<file path="config.mk">
export PLATFORM = sky130hd
export DESIGN_NAME = fsq_engine
export DESIGN_NICKNAME = d
export VERILOG_FILES = /design/src/rtl/fsq_pkg.sv /design/src/rtl/fsq_admit.sv /design/src/rtl/fsq_promote.sv /design/src/rtl/fsq_store.sv /design/src/rtl/fsq_engine.sv
export SDC_FILE = /design/constraint.sdc
export NUM_CORES = 1
export LEC_CHECK = 0
export ABC_AREA = 0
export CAP_MARGIN = 20
export CORE_MARGIN = 4
export CORE_UTILIZATION = 55
export CTS_CLUSTER_DIAMETER = 100
export CTS_CLUSTER_SIZE = 28
export DETAILED_ROUTE_END_ITERATION = 10
export PLACE_DENSITY = 0.71
export SYNTH_ARGS = -nofsm -noshare
export SYNTH_HDL_FRONTEND = slang
export SYNTH_SLANG_ARGS = --single-unit
</file>
<file path="constraint.sdc">
create_clock -name clk -period 21.8 [get_ports clk]
set_input_delay 3.27 -clock clk [delete_from_list [all_inputs] [get_ports clk]]
set_output_delay 3.27 -clock clk [all_outputs]
set_load 0.005 [all_outputs]
</file>
<file path="src/rtl/fsq_pkg.sv">
package fsq_pkg;
    // cumulative occupancy limit for levels 0..idx
    function automatic int unsigned fsq_limit(input int unsigned idx, input int unsigned step);
        return step * (idx + 1);
    endfunction
endpackage

</file>
<file path="src/rtl/fsq_admit.sv">
module fsq_admit
    import fsq_pkg::*;
#(
    parameter int NCLS  = 3,
    parameter int KSTEP = 6,
    parameter int CW    = 5,
    parameter int CLW   = 2
) (
    input  logic                      arr_valid,
    input  logic [CLW-1:0]            cls,
    input  logic [NCLS-1:0][CW-1:0]   cum,
    output logic                      ins_en,
    output logic [CLW-1:0]            ins_buf,
    output logic [CW-1:0]             ins_pos,
    output logic [NCLS-1:0]           po_vec,
    output logic [NCLS-1:0]           viol_vec,
    output logic                      drop_now,
    output logic                      adm_now
);
    logic            found;
    logic [CLW-1:0]  tgt;
    logic [NCLS-1:0] skip;

    // search for the first level at or below the class with room
    always_comb begin
        found = 1'b0;
        tgt   = '0;
        skip  = '0;
        for (int i = 0; i < NCLS; i++) begin
            if (arr_valid && !found && i >= int'(cls)) begin
                if (cum[i] < CW'(fsq_limit(i, KSTEP))) begin
                    found = 1'b1;
                    tgt   = CLW'(i);
                end else begin
                    skip[i] = 1'b1;
                end
            end
        end
    end

    // levels below the target that are at their limit push out
    always_comb begin
        ins_en  = arr_valid && found;
        ins_buf = tgt;
        ins_pos = cum[tgt];
        for (int j = 0; j < NCLS; j++) begin
            po_vec[j] = ins_en && (j > int'(tgt)) && (cum[j] == CW'(fsq_limit(j, KSTEP)));
        end
        viol_vec = skip | po_vec;
        drop_now = (arr_valid && !found) || po_vec[NCLS-1];
        adm_now  = ins_en && (tgt == cls);
    end
endmodule

</file>
<file path="src/rtl/fsq_promote.sv">
module fsq_promote
    import fsq_pkg::*;
#(
    parameter int NCLS  = 3,
    parameter int KSTEP = 6,
    parameter int CW    = 5
) (
    input  logic                      clk,
    input  logic                      rst_n,
    input  logic [NCLS-1:0]           req,
    input  logic [NCLS-1:0][CW-1:0]   cnt_a,
    input  logic [NCLS-1:0][CW-1:0]   cum_a,
    output logic [NCLS-1:0]           grant
);
    localparam logic [NCLS-1:0] VALID_MASK = {{(NCLS-1){1'b1}}, 1'b0};

    logic [NCLS-1:0] pend_q;
    logic [NCLS-1:0] want;

    always_comb begin
        want  = (pend_q | req) & VALID_MASK;
        grant = '0;
        for (int i = 1; i < NCLS; i++) begin
            grant[i] = want[i] && (cnt_a[i] != '0) &&
                       (cum_a[i-1] < CW'(fsq_limit(i - 1, KSTEP)));
        end
    end

    always_ff @(posedge clk) begin
        if (!rst_n) pend_q <= '0;
        else        pend_q <= want & ~grant;
    end
endmodule

</file>
<file path="src/rtl/fsq_store.sv">
module fsq_store #(
    parameter int DW    = 8,
    parameter int DEPTH = 18,
    parameter int CW    = 5
) (
    input  logic          clk,
    input  logic          rst_n,
    input  logic          ins_en,
    input  logic [CW-1:0] ins_pos,
    input  logic [DW-1:0] ins_data,
    input  logic          rem_en,
    input  logic [CW-1:0] rem_pos,
    output logic [DW-1:0] head
);
    // one spare slot on top keeps the shift loops in range
    logic [DW-1:0] mem_q [DEPTH+1];
    logic [DW-1:0] ext   [DEPTH+1];
    logic [DW-1:0] nxt   [DEPTH+1];

    always_comb begin
        for (int k = 0; k <= DEPTH; k++) begin
            if (!ins_en || CW'(k) < ins_pos)
                ext[k] = mem_q[k];
            else if (CW'(k) == ins_pos)
                ext[k] = ins_data;
            else
                ext[k] = mem_q[(k > 0) ? k - 1 : 0];
        end
        for (int k = 0; k < DEPTH; k++) begin
            nxt[k] = (rem_en && CW'(k) >= rem_pos) ? ext[k+1] : ext[k];
        end
        nxt[DEPTH] = '0;
    end

    always_ff @(posedge clk) begin
        for (int k = 0; k <= DEPTH; k++) begin
            if (!rst_n) mem_q[k] <= '0;
            else        mem_q[k] <= nxt[k];
        end
    end

    assign head = mem_q[0];
endmodule

</file>
<file path="src/rtl/fsq_engine.sv">
module fsq_engine
    import fsq_pkg::*;
#(
    parameter int NCLS  = 3,
    parameter int KSTEP = 6,
    parameter int DW    = 8,
    localparam int CLW  = (NCLS > 1) ? $clog2(NCLS) : 1
) (
    input  logic            clk,
    input  logic            rst_n,
    input  logic            arr_valid,
    input  logic [CLW-1:0]  arr_class,
    input  logic [DW-1:0]   arr_data,
    input  logic [NCLS-1:1] promo_req,
    input  logic            deq_ready,
    output logic            deq_valid,
    output logic [DW-1:0]   deq_data,
    output logic [CLW-1:0]  deq_class,
    output logic            adm_valid,
    output logic [CLW-1:0]  adm_class,
    output logic [NCLS-1:0] viol,
    output logic            drop
);
    localparam int DEPTH = KSTEP * NCLS;
    localparam int CW    = $clog2(DEPTH + 1);

    typedef logic [NCLS-1:0][CW-1:0] cvec_t;

    function automatic cvec_t prefix(input cvec_t v);
        cvec_t       r;
        logic [CW-1:0] run;
        run = '0;
        for (int i = 0; i < NCLS; i++) begin
            run  = run + v[i];
            r[i] = run;
        end
        return r;
    endfunction

    cvec_t cnt_q, cum_q, cnt_a, cum_a, cnt_p, cum_p, cnt_n;

    logic [CLW-1:0]  cls_eff;
    logic            ins_en, drop_now, adm_now, fire, rem_hit, cls_hit;
    logic [CLW-1:0]  ins_buf;
    logic [CW-1:0]   ins_pos, rem_pos, total;
    logic [NCLS-1:0] po_vec, po_in, viol_vec, grant, gr_in;

    always_comb cls_eff = (int'(arr_class) >= NCLS) ? CLW'(NCLS - 1) : arr_class;
    always_comb cum_q   = prefix(cnt_q);
    assign total = cum_q[NCLS-1];

    fsq_admit #(.NCLS(NCLS), .KSTEP(KSTEP), .CW(CW), .CLW(CLW)) u_admit (
        .arr_valid (arr_valid),
        .cls       (cls_eff),
        .cum       (cum_q),
        .ins_en    (ins_en),
        .ins_buf   (ins_buf),
        .ins_pos   (ins_pos),
        .po_vec    (po_vec),
        .viol_vec  (viol_vec),
        .drop_now  (drop_now),
        .adm_now   (adm_now)
    );

    // boundaries after admission and push-outs
    assign po_in = {po_vec[NCLS-2:0], 1'b0};
    always_comb begin
        for (int i = 0; i < NCLS; i++) begin
            cnt_a[i] = cnt_q[i] + CW'(ins_en && (ins_buf == CLW'(i)))
                     - CW'(po_vec[i]) + CW'(po_in[i]);
        end
        cum_a = prefix(cnt_a);
    end

    fsq_promote #(.NCLS(NCLS), .KSTEP(KSTEP), .CW(CW)) u_promote (
        .clk   (clk),
        .rst_n (rst_n),
        .req   ({promo_req, 1'b0}),
        .cnt_a (cnt_a),
        .cum_a (cum_a),
        .grant (grant)
    );

    // boundaries after promotions
    assign gr_in = {1'b0, grant[NCLS-1:1]};
    always_comb begin
        for (int i = 0; i < NCLS; i++) begin
            cnt_p[i] = cnt_a[i] - CW'(grant[i]) + CW'(gr_in[i]);
        end
        cum_p = prefix(cnt_p);
    end

    // dequeue removes the presented entry, wherever it now sits
    assign deq_valid = (total != '0);
    assign fire      = deq_valid && deq_ready;
    assign rem_pos   = (ins_en && ins_pos == '0 && deq_valid) ? CW'(1) : '0;

    always_comb begin
        rem_hit = 1'b0;
        for (int j = 0; j < NCLS; j++) begin
            cnt_n[j] = cnt_p[j];
            if (fire && !rem_hit && cum_p[j] > rem_pos) begin
                cnt_n[j] = cnt_p[j] - CW'(1);
                rem_hit  = 1'b1;
            end
        end
    end

    always_comb begin
        cls_hit   = 1'b0;
        deq_class = '0;
        for (int i = 0; i < NCLS; i++) begin
            if (!cls_hit && cnt_q[i] != '0) begin
                deq_class = CLW'(i);
                cls_hit   = 1'b1;
            end
        end
    end

    fsq_store #(.DW(DW), .DEPTH(DEPTH), .CW(CW)) u_store (
        .clk      (clk),
        .rst_n    (rst_n),
        .ins_en   (ins_en),
        .ins_pos  (ins_pos),
        .ins_data (arr_data),
        .rem_en   (fire),
        .rem_pos  (rem_pos),
        .head     (deq_data)
    );

    always_ff @(posedge clk) begin
        if (!rst_n) begin
            cnt_q     <= '0;
            adm_valid <= 1'b0;
            adm_class <= '0;
            viol      <= '0;
            drop      <= 1'b0;
        end else begin
            cnt_q     <= cnt_n;
            adm_valid <= adm_now;
            adm_class <= ins_buf;
            viol      <= viol_vec;
            drop      <= drop_now;
        end
    end

    // cumulative limits are never exceeded
    for (genvar g = 0; g < NCLS; g++) begin : g_lim
        assert_q_limit_R2: assert property (@(posedge clk) disable iff (!rst_n)
            cum_q[g] <= CW'(fsq_limit(g, KSTEP)));
    end

    assert_deq_shrink_R7: assert property (@(posedge clk) disable iff (!rst_n)
        (deq_valid && deq_ready && !arr_valid) |=> (total == $past(total) - CW'(1)));

    assert_hold_total_R6: assert property (@(posedge clk) disable iff (!rst_n)
        (!arr_valid && !(deq_valid && deq_ready)) |=> (total == $past(total)));

    assert_drop_full_R5: assert property (@(posedge clk) disable iff (!rst_n)
        drop |-> ($past(total) == CW'(DEPTH)));

    assert_adm_clean_R9: assert property (@(posedge clk) disable iff (!rst_n)
        adm_valid |-> (viol[adm_class] == 1'b0));
endmodule

</file>
==> results.py, run 1 <==
metrics = {
    "logic_synthesis": {
        "synth_seq_cells": 168,
        "synth.most_common_cell": "dfxtp_1",
        "yosys-top-cells-area": "dfxtp_1 31%, mux2i_1 5.9%, ha_1 5.3%",
        "syn-num-nets": 1351,
        "yosys_warnings": 0,
        "synth_top_family_by_area": "compound AO/OA/AOI/OAI gates",
        "synth_flop_cell": "dfxtp_1",
        "synth_xor_area_frac": 0.04194,
        "yosys.area_share.simple": 0.1488,
        "syn-cell-area_um2": 10920,
        "synth_edf_count": 0,
        "muxShareOfSynthArea": 0.08859,
        "syn_area_per_cell_um2": 8.523,
        "synth_fa_ha_area_frac": 0.06738,
        "synth.distinct_cells": 87,
        "postSynthCellCount": 1281,
        "synthArstFlopShare": 0,
        "synth_commonest_cells": "168 x dfxtp_1, 111 x nand2_1, 102 x nor2_1",
        "ys_seq_area_frac": 0.3080,
        "synth_top_area_share": 0.3080,
        "synth_compound_area_frac": 0.2917,
        "yosys.area.top_type": "dfxtp_1",
    },
    "place": {
        "dp_hpwl_mm": 20.28,
        "routabilityCongestion": 0.8760,
        "io_buffers": 33,
    },
    "sta": {
        "fmax_mhz": 96.17,
        "relSlewSlack": 0.2932,
        "rsz0062_at_grt": "false",
        "skew_ps": 9.828,
        "setup_tns_ps": 0,
        "hold_slack_ps": 453.6,
        "tightest_slew_ps": 1057,
        "drv_slew": 0,
        "hold_violations": 0,
        "setup_viol": 0,
        "period_needed_ps": 10400,
        "timing.final.crit_share": 0.4770,
    },
    "detailed_routing": {
        "ant_nets": 0,
        "firstDrtPassIters": 5,
        "num_vias": 9622,
        "wl_mm": 29.78,
        "wl_per_cell_um": 19.38,
        "initialDrtViolationCount": 954,
        "drc": 0,
        "via_per_inst": 6.264,
    },
    "setup_path": {
        "r2r-end": "cnt_q[14]",
        "crit_type": "in -> reg",
        "critPathMaxFanout": 6,
        "cp-endpoint": "cnt_q[14]",
        "cp-start-kind": "primary input",
        "crit_path_start": "arr_class[0]",
        "cp-end-kind": "register",
        "r2r_start": "cnt_q[1]",
        "crit_arrival_ps": 10730,
        "rrSetupSlack_ps": 12950,
        "crit_required_ps": 22130,
        "rr_worst_depth": 32,
    },
    "clock_network": {
        "cts_buffers": 17,
        "clkTransAtPathRegs_ps": 80,
        "post_cts_buffers": 0,
        "cts_tree": "built",
        "clk_latency_ps": 430,
        "cts_resized": 0,
        "clockBufferDepth": 2,
        "holdBufCountCts": 0,
        "cts-root-buf": "clkbuf_16",
        "cts.sinks": 168,
        "cts.htree.levels": 4,
    },
    "floorplanning": {
        "die_y_um": 148.9,
        "io_pins": 34,
        "die_x_um": 148.9,
        "rows": 51,
        "coreArea_um2": 19460,
        "initial_core_util": 0.5610,
        "dieArea_um2": 22170,
    },
    "final_layout": {
        "drive_gt1_frac": 0.1101,
        "antennaDiodeCount": 0,
        "layout.nets": 1328,
        "area_delta_synth_final_pct": 9.088,
    },
    "outcome": {
        "status": "finished, final reports clean",
    },
    "grt": {
        "grt_pass1_wl_mm": 48.75,
        "overflow": 0,
        "grt_antenna_before_repair": 0,
        "grt_start_max_net_pins": 78,
        "grt_pass1_vias": 9015,
        "grt_use_total": 0.2690,
    },
    "job": {
        "maxCapViolCount": 0,
    },
    "min_path": {
        "hp-class": "reg -> reg",
    },
}
==> worst min path at each step <==
stage | from | to | slack (ps) | cells after the start
finish | u_store.mem_q[8][8] | u_store.mem_q[8][8] | 450 | 2
global route | u_store.mem_q[8][8] | u_store.mem_q[8][8] | 470 | 2
CTS | u_store.mem_q[8][8] | u_store.mem_q[8][8] | 460 | 2
detailed placement | u_store.mem_q[8][8] | u_store.mem_q[8][8] | 450 | 2
global placement | u_store.mem_q[8][9] | u_store.mem_q[8][9] | 440 | 2
floorplan | u_store.mem_q[8][10] | u_store.mem_q[8][10] | 430 | 2
==> kinds of logic (layout without fill, tap and decap cells) <==
family                     count (synthesis)  count (layout)
muxes                                     93              93
and+or+nand+nor                          330             330
buffers and inverters                    137             127
xor gates and xnor gates                  48              48
DFF                                      168             168
adders and majority gates                 54              54
AOI/OAI and AO/OA                        451             451
==> metal layers <==
layer,share of wire,vias to the layer above,GRT usage
li1,-,4743,-
met1,0.50,4545,0.4200
met2,0.43,311,0.3913
met4,0.0087,0,0.04851
met5,0,-,0
met3,0.069,23,0.04649
==> worst max-delay path, stage by stage <==
cell	delay [ps]
clkdlybuf4s50_1	480
a2111oi_2	460
nand2_1	190
nor4b_1	390
nand3_1	310
nand2_1	150
ha_1	200
fa_1	510
ha_1	310
a31oi_1	250
o21bai_1	100
a21oi_1	180
xnor2_1	130
o311ai_0	210
ha_1	340
inv_1	40
ha_1	200
fa_1	620
fa_1	500
ha_1	310
a21o_1	190
a21oi_1	170
xor2_1	170
o2111ai_1	140
o211ai_1	470
nor4_1	120
xnor2_1	150
and2_1	160
==> state kept, by name, summed over array words and instances, names as in the netlist <==
register          flops
adm_class             2
adm_valid             1
cnt_q                15
drop                  1
u_promote.pend_q      2
u_store.mem_q       144
viol                  3
==> cell usage in the layout (no fill, tap or decap), types with 12 or more instances in the layout <==
master	Yosys	layout
buf_4	14	19
xor2_1	20	20
clkbuf_16	0	17
nor2_1	102	100
o22ai_1	59	59
mux2i_1	64	64
mux2_2	28	28
and3_1	12	12
dfxtp_1	168	168
nor3_1	23	23
a21o_1	19	19
clkdlybuf4s50_1	0	33
nand2_1	111	109
o2bb2ai_1	60	60
nand3_1	14	14
o21ai_0	90	90
xnor2_1	25	25
o32ai_1	16	16
inv_1	43	43
ha_1	46	46
o21ai_1	19	18
a31oi_1	13	13
a21oi_1	57	57
==> area by class of cell <==
| type | instances | area, um^2 |
|---|---|---|
| clock buffer | 18 | 439.2 |
| clock inverter | 14 | 148.9 |
| fill | 1763 | 7552 |
| inverter | 43 | 161.4 |
| multi-input combinational | 976 | 6993 |
| sequential | 168 | 3363 |
| tap | 265 | 331.6 |
| timing repair buffer | 52 | 473.0 |
==> stage by stage <==
step           setup WS, ps    util  std cells  instance area (um^2)
3_5_place_dp          11030  0.5817       1504                 11320
5_1_grt               10960  0.6120       1536                 11910
2_1_floorplan         12320       -       1281                 10920
3_3_place_gp          11360  0.5817       1504                 11320
6_report              11400  0.6120       1536                 11910
4_1_cts               11490  0.6120       1536                 11910
Power of run 1 is not shown: default switching activity piles up to over one toggle a cycle in this logic, so the estimate is an artifact.
==> inputs of run 2 (changes only) <==
==> constraint.sdc (replaced) <==
create_clock -name clk -period 10.7 [get_ports clk]
set_input_delay 1.605 -clock clk [delete_from_list [all_inputs] [get_ports clk]]
set_output_delay 1.605 -clock clk [all_outputs]
set_load 0.005 [all_outputs]
==> results.py, run 2 (same netlist as run 1, synthesis figures left out) <==
metrics = {
    "outcome": {
        "status": "finished, final reports clean",
    },
    "sta": {
        "setup_tns_ps": 0,
        "timing.final.crit_share": 0.8176,
        "rsz0062_at_grt": "false",
        "skew_ps": 14.24,
        "hold_violations": 0,
        "tightest_slew_ps": 1031,
        "hold_slack_ps": 453.7,
        "period_needed_ps": 8749,
        "setup_viol": 0,
        "drv_slew": 0,
        "relSlewSlack": 0.3102,
        "fmax_mhz": 114.3,
    },
    "clock_network": {
        "clk_latency_ps": 440,
        "cts_resized": 0,
        "clockBufferDepth": 2,
        "holdBufCountCts": 0,
        "cts.htree.levels": 4,
        "cts-root-buf": "clkbuf_16",
        "cts_buffers": 17,
        "cts_tree": "built",
        "post_cts_buffers": 0,
        "clkTransAtPathRegs_ps": 70,
        "cts.sinks": 168,
    },
    "detailed_routing": {
        "wl_per_cell_um": 19.46,
        "via_per_inst": 6.255,
        "drc": 0,
        "initialDrtViolationCount": 793,
        "wl_mm": 29.89,
        "ant_nets": 0,
        "firstDrtPassIters": 5,
        "num_vias": 9608,
    },
    "floorplanning": {
        "rows": 51,
        "coreArea_um2": 19460,
        "die_x_um": 148.9,
        "initial_core_util": 0.5610,
        "io_pins": 34,
        "dieArea_um2": 22170,
        "die_y_um": 148.9,
    },
    "place": {
        "dp_hpwl_mm": 20.25,
        "routabilityCongestion": 0.8894,
        "io_buffers": 33,
    },
    "final_layout": {
        "final_cell_mix": "168 x dfxtp_1, 109 x nand2_1, 100 x nor2_1",
        "largest_reg_flops": 144,
        "top_regs": "u_store.mem_q: 144 flops, cnt_q: 15 flops, viol: 3 flops",
        "area_delta_synth_final_pct": 9.741,
        "antennaDiodeCount": 0,
        "largest_register": "u_store.mem_q",
        "layout.nets": 1328,
        "final_common_cell": "dfxtp_1",
        "drive_gt1_frac": 0.1094,
    },
    "setup_path": {
        "cp_common_cell": "ha_1",
        "cp-end-kind": "register",
        "slowest_delay_ps": 600,
        "cp-start-kind": "register",
        "crit_required_ps": 11020,
        "crit_type": "reg -> reg",
        "crit_slowest_cell": "dfxtp_1",
        "critPathMaxFanout": 9,
        "crit_arrival_ps": 9070,
    },
    "grt": {
        "grt_antenna_before_repair": 0,
        "grt_pass1_wl_mm": 49.56,
        "grt_pass1_vias": 9088,
        "grt_start_max_net_pins": 78,
        "overflow": 0,
        "grt_use_total": 0.2732,
    },
    "min_path": {
        "hp-class": "reg -> reg",
    },
    "job": {
        "maxCapViolCount": 0,
    },
}
==> run 2: cell types whose count changed in the layout (fill, tap and decap cells not counted), sizes merged <==
cell      change
inv           -2
bufinv        +5
clkinvlp      -1
clkinv        -2
==> run 2: worst max-delay path: cells and delay by family, from the launching register on <==
| family | cells | cell delay, ps |
|---|---|---|
| adders and majority gates | 9 | 3130 |
| buffers and inverters | 2 | 110 |
| and+or+nand+nor | 8 | 1680 |
| DFF | 1 | 600 |
| xor gates and xnor gates | 4 | 980 |
| AOI/OAI and AO/OA | 9 | 2130 |
==> run 2: worst paths after layout <==
check | cells after the start | to | slack, ps | start
setup / recovery | 32 | cnt_q[14] | 1950 | cnt_q[1]
hold / removal | 2 | u_store.mem_q[8][9] | 450 | u_store.mem_q[8][9]
setup reg to reg | 32 | cnt_q[14] | 1950 | cnt_q[1]
hold reg to reg | 2 | u_store.mem_q[8][9] | 450 | u_store.mem_q[8][9]
==> run 2: area by class of cell <==
cell class | count | area, um^2
Fill cell | 1744 | 7481
Multi-Input combinational cell | 976 | 6993
Sequential cell | 168 | 3363
Timing Repair Buffer | 52 | 473.0
Clock buffer | 18 | 429.2
Tap cell | 265 | 331.6
Clock inverter | 14 | 230.2
Inverter | 43 | 161.4
==> run 2: per-layer routing <==
| layer | vias up | GRT usage | routed length, um |
|---|---|---|---|
| met5 | - | 0 | 0 |
| met4 | 0 | 0.04989 | 254 |
| met3 | 25 | 0.05257 | 2109 |
| met2 | 343 | 0.3987 | 12700 |
| met1 | 4520 | 0.4217 | 14830 |
| li1 | 4720 | - | - |
==> run 2: through the flow <==
| step | instance area [um^2] | cells | utilization | setup slack [ps] |
|---|---|---|---|---|
| 2_1_floorplan | 10920 | 1281 | - | 2881 |
| 3_3_place_gp | 11320 | 1504 | 0.5817 | 1949 |
| 3_5_place_dp | 11320 | 1504 | 0.5817 | 1762 |
| 4_1_cts | 11980 | 1536 | 0.6156 | 2015 |
| 5_1_grt | 11980 | 1536 | 0.6156 | 1347 |
| 6_report | 11980 | 1536 | 0.6156 | 1951 |
Power of run 2 is left out for the same reason.
==> inputs of run 3 (changes only) <==
--- a/config.mk
+++ b/config.mk
@@ -12,7 +12,7 @@
 export CTS_CLUSTER_DIAMETER = 100
 export CTS_CLUSTER_SIZE = 28
 export DETAILED_ROUTE_END_ITERATION = 10
-export PLACE_DENSITY = 0.71
+export PLACE_DENSITY = 0.73
 export SYNTH_ARGS = -nofsm -noshare
 export SYNTH_HDL_FRONTEND = slang
 export SYNTH_SLANG_ARGS = --single-unit
==> constraint.sdc (replaced) <==
create_clock -name clk -period 7.3 [get_ports clk]
set_input_delay 1.095 -clock clk [delete_from_list [all_inputs] [get_ports clk]]
set_output_delay 1.095 -clock clk [all_outputs]
set_load 0.005 [all_outputs]
==> results.py, run 3 (same netlist as run 1, synthesis figures left out) <==
metrics = {
    "outcome": {
        "status": "finished, violations left",
        "violations": "setup timing",
    },
    "clock_network": {
        "holdBufCountCts": 0,
        "cts-root-buf": "clkbuf_16",
        "cts.htree.levels": 4,
        "cts_buffers": 17,
        "cts_tree": "built",
        "clk_latency_ps": 440,
        "clkTransAtPathRegs_ps": 70,
        "clockBufferDepth": 2,
        "cts.sinks": 168,
    },
    "sta": {
        "timing.final.crit_share": 1.010,
        "period_needed_ps": 7370,
        "relSlewSlack": 0.2891,
        "hold_slack_ps": 455.4,
        "fmax_mhz": 135.7,
        "hold_violations": 0,
        "setup_viol": 4,
        "skew_ps": 14.03,
        "rsz0062_at_grt": "true",
        "setup_tns_ps": -164.1,
        "drv_slew": 0,
        "tightest_slew_ps": 1066,
        "worst_slack_ps": -69.87,
    },
    "setup_path": {
        "cp-start-kind": "primary input",
        "crit_required_ps": 7630,
        "crit_slowest_cell": "clkdlybuf4s50_1",
        "critPathMaxFanout": 3,
        "crit_arrival_ps": 7700,
        "crit_family": "adder cells",
        "slowest_delay_ps": 450,
        "cp_common_cell": "ha_1",
        "crit_type": "in -> reg",
        "cp-end-kind": "register",
        "path_buf_inv": 2,
    },
    "floorplanning": {
        "io_pins": 34,
        "dieArea_um2": 22170,
        "initial_core_util": 0.5610,
        "die_x_um": 148.9,
        "die_y_um": 148.9,
        "coreArea_um2": 19460,
        "rows": 51,
    },
    "final_layout": {
        "drive_gt1_frac": 0.1959,
        "final_common_cell": "dfxtp_1",
        "largest_register": "u_store.mem_q",
        "fillerInstances": 1628,
        "antennaDiodeCount": 0,
        "layout.nets": 1411,
        "fin_area_um2": 12760,
        "top_regs": "u_store.mem_q: 144 flops, cnt_q: 15 flops, viol: 3 flops",
        "area_delta_synth_final_pct": 16.90,
        "final_cell_mix": "164 x dfxtp_1, 108 x nand2_1, 99 x buf_4",
        "largest_reg_flops": 144,
    },
    "detailed_routing": {
        "initialDrtViolationCount": 885,
        "ant_nets": 0,
        "drc": 0,
        "num_vias": 10050,
        "wl_mm": 30.55,
        "firstDrtPassIters": 5,
        "via_per_inst": 6.212,
        "wl_per_cell_um": 18.88,
    },
    "grt": {
        "grt_antenna_before_repair": 0,
        "grt_use_total": 0.2752,
        "grt_pass1_vias": 9436,
        "grt_pass1_wl_mm": 50.09,
        "grt_start_max_net_pins": 56,
        "overflow": 0,
    },
    "min_path": {
        "hp-class": "reg -> reg",
    },
    "place": {
        "routabilityCongestion": 0.8957,
        "place_area_um2": 11980,
        "io_buffers": 33,
        "dp_hpwl_mm": 20.94,
        "dp_slack_ps": -554.1,
    },
    "job": {
        "maxCapViolCount": 0,
    },
}
## run 3: layout make-up
cell class                      count  area, um^2  area share
Clock buffer                       17       425.4     0.03333
Clock inverter                     14       160.2     0.01255
Inverter                           43       161.4     0.01265
Multi-Input combinational cell    976        7213      0.5651
Sequential cell                   168        3371      0.2641
Tap cell                          265       331.6     0.02598
Timing Repair Buffer              135        1101     0.08627
## run 3: metrics by stage
stage | util | instances
global route | 0.6558 | 1618
finish | 0.6558 | 1618
floorplan | - | 1281
global placement | 0.6152 | 1572
CTS | 0.6518 | 1614
detailed placement | 0.6154 | 1573
## run 3: final timing paths
kind                       startpoint  depth (start not counted)             endpoint  slack (ps)
setup reg to reg             cnt_q[1]                         35            cnt_q[14]         -70
hold reg to reg   u_store.mem_q[8][8]                          2  u_store.mem_q[8][8]         460
setup / recovery         arr_class[0]                         29            cnt_q[14]         -70
hold / removal    u_store.mem_q[8][8]                          2  u_store.mem_q[8][8]         460
## run 3: layer usage
metal | GRT usage | wire (um)
met1 | 0.4217 | 14750
met2 | 0.4046 | 12990
met3 | 0.03981 | 2263
met4 | 0.07185 | 553
met5 | 0 | 0
## run 3: timing repair
item,4_1_cts,5_1_grt
pin swaps,26,20
buffers inserted,10,3
setup endpoints to repair,5,10
gates resized for setup,12,10
## run 3: tightest hold or removal path: stages, from the launching register on
cell and delay (ps):
dfxtp_1 320, nand2_1 50, o21ai_1 50
Power of run 3 is left out for the same reason.
